$ cat src/rtl/atm_tx_link.sv
module atm_tx_link #(
  parameter int CELL_WORDS = 27,
  parameter int UDF_WORD   = 2
) (
  input  logic                          clk,
  input  logic                          rst,
  input  logic                          full_cell,
  input  logic                          user_rdy,
  input  logic                          phy_clav,
  output logic                          rd_en,
  output logic [$clog2(CELL_WORDS)-1:0] rd_addr,
  input  logic [15:0]                   rd_data,
  output logic                          tx_en_n,
  output logic                          tx_soc,
  output logic [7:0]                    tx_data
);
  localparam int AW = $clog2(CELL_WORDS);
  localparam logic [AW-1:0] LAST = AW'(CELL_WORDS - 1);
  localparam logic [AW-1:0] AFTER_UDF = AW'(UDF_WORD + 1);

  logic          act, lo_ph, soc_q;
  logic [AW-1:0] addr;
  logic [7:0]    lo_q, out_q;

  wire go     = user_rdy & phy_clav;
  wire last_w = (addr == '0);
  wire drop   = act & ~lo_ph & ~full_cell & (addr == AFTER_UDF);
  wire lo_rd  = act & lo_ph & (~last_w | go);

  assign rd_en   = ~rst & ((~act & go) | drop | lo_rd);
  assign rd_addr = addr;
  assign tx_en_n = ~act;
  assign tx_soc  = soc_q;
  assign tx_data = out_q;

  always_ff @(posedge clk) begin
    if (rst) begin
      act   <= 1'b0;
      lo_ph <= 1'b0;
      soc_q <= 1'b0;
      addr  <= '0;
      lo_q  <= '0;
      out_q <= '0;
    end else if (rd_en) begin
      out_q <= rd_data[15:8];
      lo_q  <= rd_data[7:0];
      act   <= 1'b1;
      lo_ph <= 1'b0;
      soc_q <= (addr == '0);
      addr  <= (addr == LAST) ? '0 : addr + 1'b1;
    end else if (act & ~lo_ph) begin
      out_q <= lo_q;
      lo_ph <= 1'b1;
      soc_q <= 1'b0;
    end else begin
      act   <= 1'b0;
      lo_ph <= 1'b0;
      soc_q <= 1'b0;
    end
  end

  p_start_needs_go_r1: assert property (@(posedge clk) disable iff (rst)
    $fell(tx_en_n) |-> $past(user_rdy && phy_clav));

  p_soc_in_cell_r2: assert property (@(posedge clk) disable iff (rst)
    tx_soc |-> !tx_en_n);

  p_addr_range_r5: assert property (@(posedge clk) disable iff (rst)
    rd_addr <= LAST);

  p_addr_wrap_r5: assert property (@(posedge clk) disable iff (rst)
    (rd_en && rd_addr == LAST) |=> rd_addr == '0);

  p_end_on_last_r6: assert property (@(posedge clk) disable iff (rst)
    $rose(tx_en_n) |-> $past(rd_addr) == '0);

  p_b2b_soc_r7: assert property (@(posedge clk) disable iff (rst)
    (rd_en && rd_addr == '0 && !tx_en_n) |=> (tx_soc && !tx_en_n));
endmodule

$ cat config.mk
export PLATFORM = sky130hd
export DESIGN_NAME = atm_tx_link
export DESIGN_NICKNAME = d
export VERILOG_FILES = /design/src/rtl/atm_tx_link.sv
export SDC_FILE = /design/constraint.sdc
export NUM_CORES = 1
export LEC_CHECK = 0
export BUFFER_PORTS_ARGS = -buffer_cell sky130_fd_sc_hd__buf_2
export CORE_AREA = 2 2 55 57
export DETAILED_ROUTE_END_ITERATION = 12
export DIE_AREA = 0 0 57 59
export PLACE_DENSITY = 0.75
export SLEW_MARGIN = 20
export SYNTH_ARGS = -nofsm -noshare
export SYNTH_HDL_FRONTEND = slang
export SYNTH_SLANG_ARGS = --single-unit
$ cat constraint.sdc
create_clock -name clk -period 2.4 [get_ports clk]
set_input_delay 0.72 -clock clk [delete_from_list [all_inputs] [get_ports clk]]
set_output_delay 0.72 -clock clk [all_outputs]
set_load 0.05 [all_outputs]
---- Yosys cells after proc, flatten, opt, wreduce, memory -nomap -nowiden ----
Cells that the tools add are included.
cells by class
  $add $sub $neg .......................... 1
  equality and inequality tests ........... 3
  multiplexer cells ....................... 6
  bitwise operators ....................... 17
  reduce and logical (&&, ||, !) cells .... 4
operators by type and width
  operator             count
  $mux 8               2
  $and 1x1->1          8
  $not 1->1            6
  $add 5x1->5 const B  1
  $eq 5x2->1 const B   1
  $eq 5x5->1 const B   1
  $logic_not 5->1      1
  $mux 5               1
  $reduce_or 2->1      2
  $mux 1               3
  $or 1x1->1           3
  $ne 2x2->1 const B   1
  $reduce_bool 2->1    1
storage, ports and cells
  flip-flop bits (word level) ............. 24
  output and inout bits ................... 16
  word-level logic and storage cells ...... 37

---- Depth between registers and ports, before layout ----
  depth after elaboration ................. 9
  gate-level depth with buffers ........... 7
  gate-level depth less buffers ........... 6

---- Worst setup path after synthesis ----
No wires, ideal clock.
  path type ............................... register to output
  start ................................... register addr[0] (netlist: rd_addr[0])
  end ..................................... output rd_en
  data arrival time ....................... 2.284 ns
  data required time ...................... 1.680 ns
  slack ................................... -0.604 ns
  cell stages (with the launch flop) ...... 8
  buffers on the path ..................... 1
  cell sequence ........................... dfxtp_1 -> inv_1 -> ha_1 -> or4b_4 -> a32o_1 -> nor2_4 -> buf_6 -> nor2_1
between the ends
  word-level cells in the longest chain between the ends .. 6
ends and longest elaborated chain
  what                    line  text
  start, declared         22    logic [AW-1:0] addr;
  start signal, assigned  50    addr <= (addr == LAST) ? '0 : addr + 1'b1;
  $logic_not 5->1         26    wire last_w = (addr == '0);
  $not 1->1               28    wire lo_rd = act & lo_ph & (~last_w | go);
  $or 1x1->1              28
  $and 1x1->1             28
  $or 1x1->1 (*)          30    assign rd_en = ~rst & ((~act & go) | drop | lo_rd);
  $and 1x1->1 (*)         30
  end, declared           10    output logic rd_en,
Every way passes the cells marked *; elsewhere a longest branch is shown, timed or not.

---- Worst setup path in the final report ----
Same ends and word-level chain as after synthesis.

==> results.md <==
* DR iter-0 viols at 19
* RD Place Congestion at 0.982
* Fin. Hold Viols at 0
* Mapped Area at 1180 um^2
* Final net count at 199
* IO buf count at 36
* Avg Vias per Cell at 5.40
* Syn Nets at 156
* WHS at 472 ps
* CTS tree: done
* Mean Syn Cell Area at 8.96 um^2
* Fillers at 251
* Total congestion overflow at 0
* Total Routing Usage GR at 0.170
* Period minus WS final at 2590 ps
* Cell Area, Placed at 1450 um^2
* Design area at 1520 um^2
* Die height at 59 um
* Clk Latency, worst-skew pair at 310 ps
* Final period util at 1.08
* Routed vias at 1106
* Lkg Pwr at 0.621 nW
* Clock Skews at 4.23 ps
* R2R depth at 8
* Largest net degree at the start of global routing at 25
* Hold worst-path end: lo_q[7]
* Clk sinks at 24
* Max Cap Viol at 0
* WHS Path Cells at 2
* EDFF count, synth at 0
* Starting Density at 0.436
* Synth warn at 0
* Post-DP HPWL at 2.03 mm
* Max frequency at 385 MHz
* Status: complete, but fails checks
* Final ANT Viol Nets at 0
* Final worst setup slack at -195 ps
* Hold WC Path Type: reg -> reg
* Crit-path max FO at 2
* ANT cells at 0
* TritonCTS buffer count at 3
* CP Launch Type: flop
* Failing checks: negative setup slack
* Distinct cells, synth at 32
* Synth-to-Final Area Change at 28.3%
* Max rail drop VDD at 0.322 mV
* Share of layout cells above drive strength 1 at 0.420
* Asr flop ratio synth at 0
* Initial antenna violation count at 0
* Worst Hold Launch: lo_q[7]
* Clock Root Buffer: clkbuf_4
* Worst r2r src: rd_addr[0]
* Final Total Pwr at 848 uW
* PwrDens at 559 nW/um^2
* Endpoints failing setup at 1
* DR WL/cell at 13.6 um
* R2R Path End: tx_data[0]
* Total core area at 2710 um^2
* Placement row count at 19
* Critical Path RT at 1680 ps
* Crit Path Class: reg -> out
* Dpl cells at 199
* Clock buffer depth at 2
* Worst slew pin tran at 407 ps
* Mapped Cells at 132
* Final Max Tran Viols at 0
* RSZ-0062 raised after global routing: yes
* Final wirelength at 2.79 mm
* H-tree levels at 1
* FF-to-FF setup slack at 410 ps
* Sequential fraction of the synthesis area at 0.406
* Post-Layout Cell Count at 205
* Pre-antenna DRT Iters at 4
* Die width at 57 um
* # IOs at 37
* Rel. slew slack at 0.725
* DRC viols at 0
* Hold_buf cts at 0
* Ys flop type: dfxtp_1
* First-pass GRT wire length at 4.53 mm
* Setup crit end kind: output pin
* Place WS at 86.3 ps
* WP data arrival at 1870 ps
* Die area at 3360 um^2
* Worst-path clk slew at 130 ps
* #FFs+latches synth at 24
* Vias in the first global route at 1046
==> logic make-up after synthesis <==
family / share of synthesized area
AOI/OAI and AO/OA: 0.296
and+or+nand+nor: 0.190
DFF: 0.406
buffers and inverters: 0.0751
adders and majority gates: 0.0317
==> cell usage after synthesis, drive strengths merged (2+ instances only) <==
cell	number	area, um^2
clkbuf	6	23.8
a32oi	3	45.1
a311oi	8	114
nor2	2	15.0
nand3	10	50.1
nand2	20	75.1
dfxtp	24	480
o41ai	2	17.5
buf	5	46.3
ha	3	37.5
inv	5	18.8
a21oi	18	90.1
o21ai	10	50.1
nor3	3	15.0
and2	3	18.8
==> what timing repair did <==
action,4_1_cts,5_1_grt
setup endpoints to repair,1,1
gates resized for setup,5,0
buffers inserted,2,0
pin swaps,4,1
hold endpoints to repair,0,0
==> worst max-delay path: stages, from the launching register on <==
cell	delay, ps
dfxtp_4	370
inv_2	70
ha_4	110
or4b_4	450
a32o_2	260
nor2_4	120
nor2_4	40
buf_6	140
==> placed cells by master (no fill, tap or decap), types with 4 or more instances in the layout <==
| cell | instances |
|---|---|
| buf_2 | 35 |
| a21oi_1 | 18 |
| dfxtp_1 | 19 |
| nand2_1 | 20 |
| o21ai_1 | 4 |
| nand3_1 | 10 |
| o21ai_0 | 6 |
| buf_4 | 12 |
| a311oi_2 | 7 |
==> sequential cells by signal (all words and copies together) (netlist names) <==
name	cells
tx_soc	1
tx_data	8
rd_addr	5
lo_ph	1
act	1
lo_q	8
==> metrics by stage <==
step | TNS [ps] | util
after floorplan | -30.6 | -
after global placement | 0 | 0.534
after detailed placement | 0 | 0.534
after CTS | -214 | 0.560
after global routing | -251 | 0.560
final | -195 | 0.560
==> layer usage <==
metal	GRT usage	part of all wire	routed length, um	up-vias
li1	-	-	-	568
met1	0.218	0.46	1290	507
met2	0.284	0.48	1350	27
met3	0.0328	0.046	129	4
met4	0.0664	0.0093	26	0
met5	0	0	0	-
==> final cells by class <==
| class | instances | area, um^2 | area share |
|---|---|---|---|
| Sequential cell | 24 | 492 | 0.324 |
| Clock buffer | 4 | 36.3 | 0.0239 |
| Inverter | 5 | 18.8 | 0.0124 |
| Multi-Input combinational cell | 92 | 634 | 0.418 |
| Tap cell | 31 | 38.8 | 0.0256 |
| Timing Repair Buffer | 49 | 297 | 0.196 |
==> power breakdown <==
group | switching, mW | leakage, nW | internal, mW
combinational | 0.130 | 0.401 | 0.0747
sequential | 0.0110 | 0.199 | 0.420
clock | 0.120 | 0.0210 | 0.0926
total | 0.261 | 0.621 | 0.587
==> how the worst max path moves through the flow <==
stage                           from  endpoint  depth (start not counted)
after floorplan           rd_addr[0]     rd_en                          7
after global placement    rd_addr[0]     rd_en                          7
after detailed placement  rd_addr[0]     rd_en                          7
after CTS                 rd_addr[1]     rd_en                          7
after global routing      rd_addr[0]     rd_en                          7
final                     rd_addr[0]     rd_en                          7
Power figures use the tool's default switching activity.
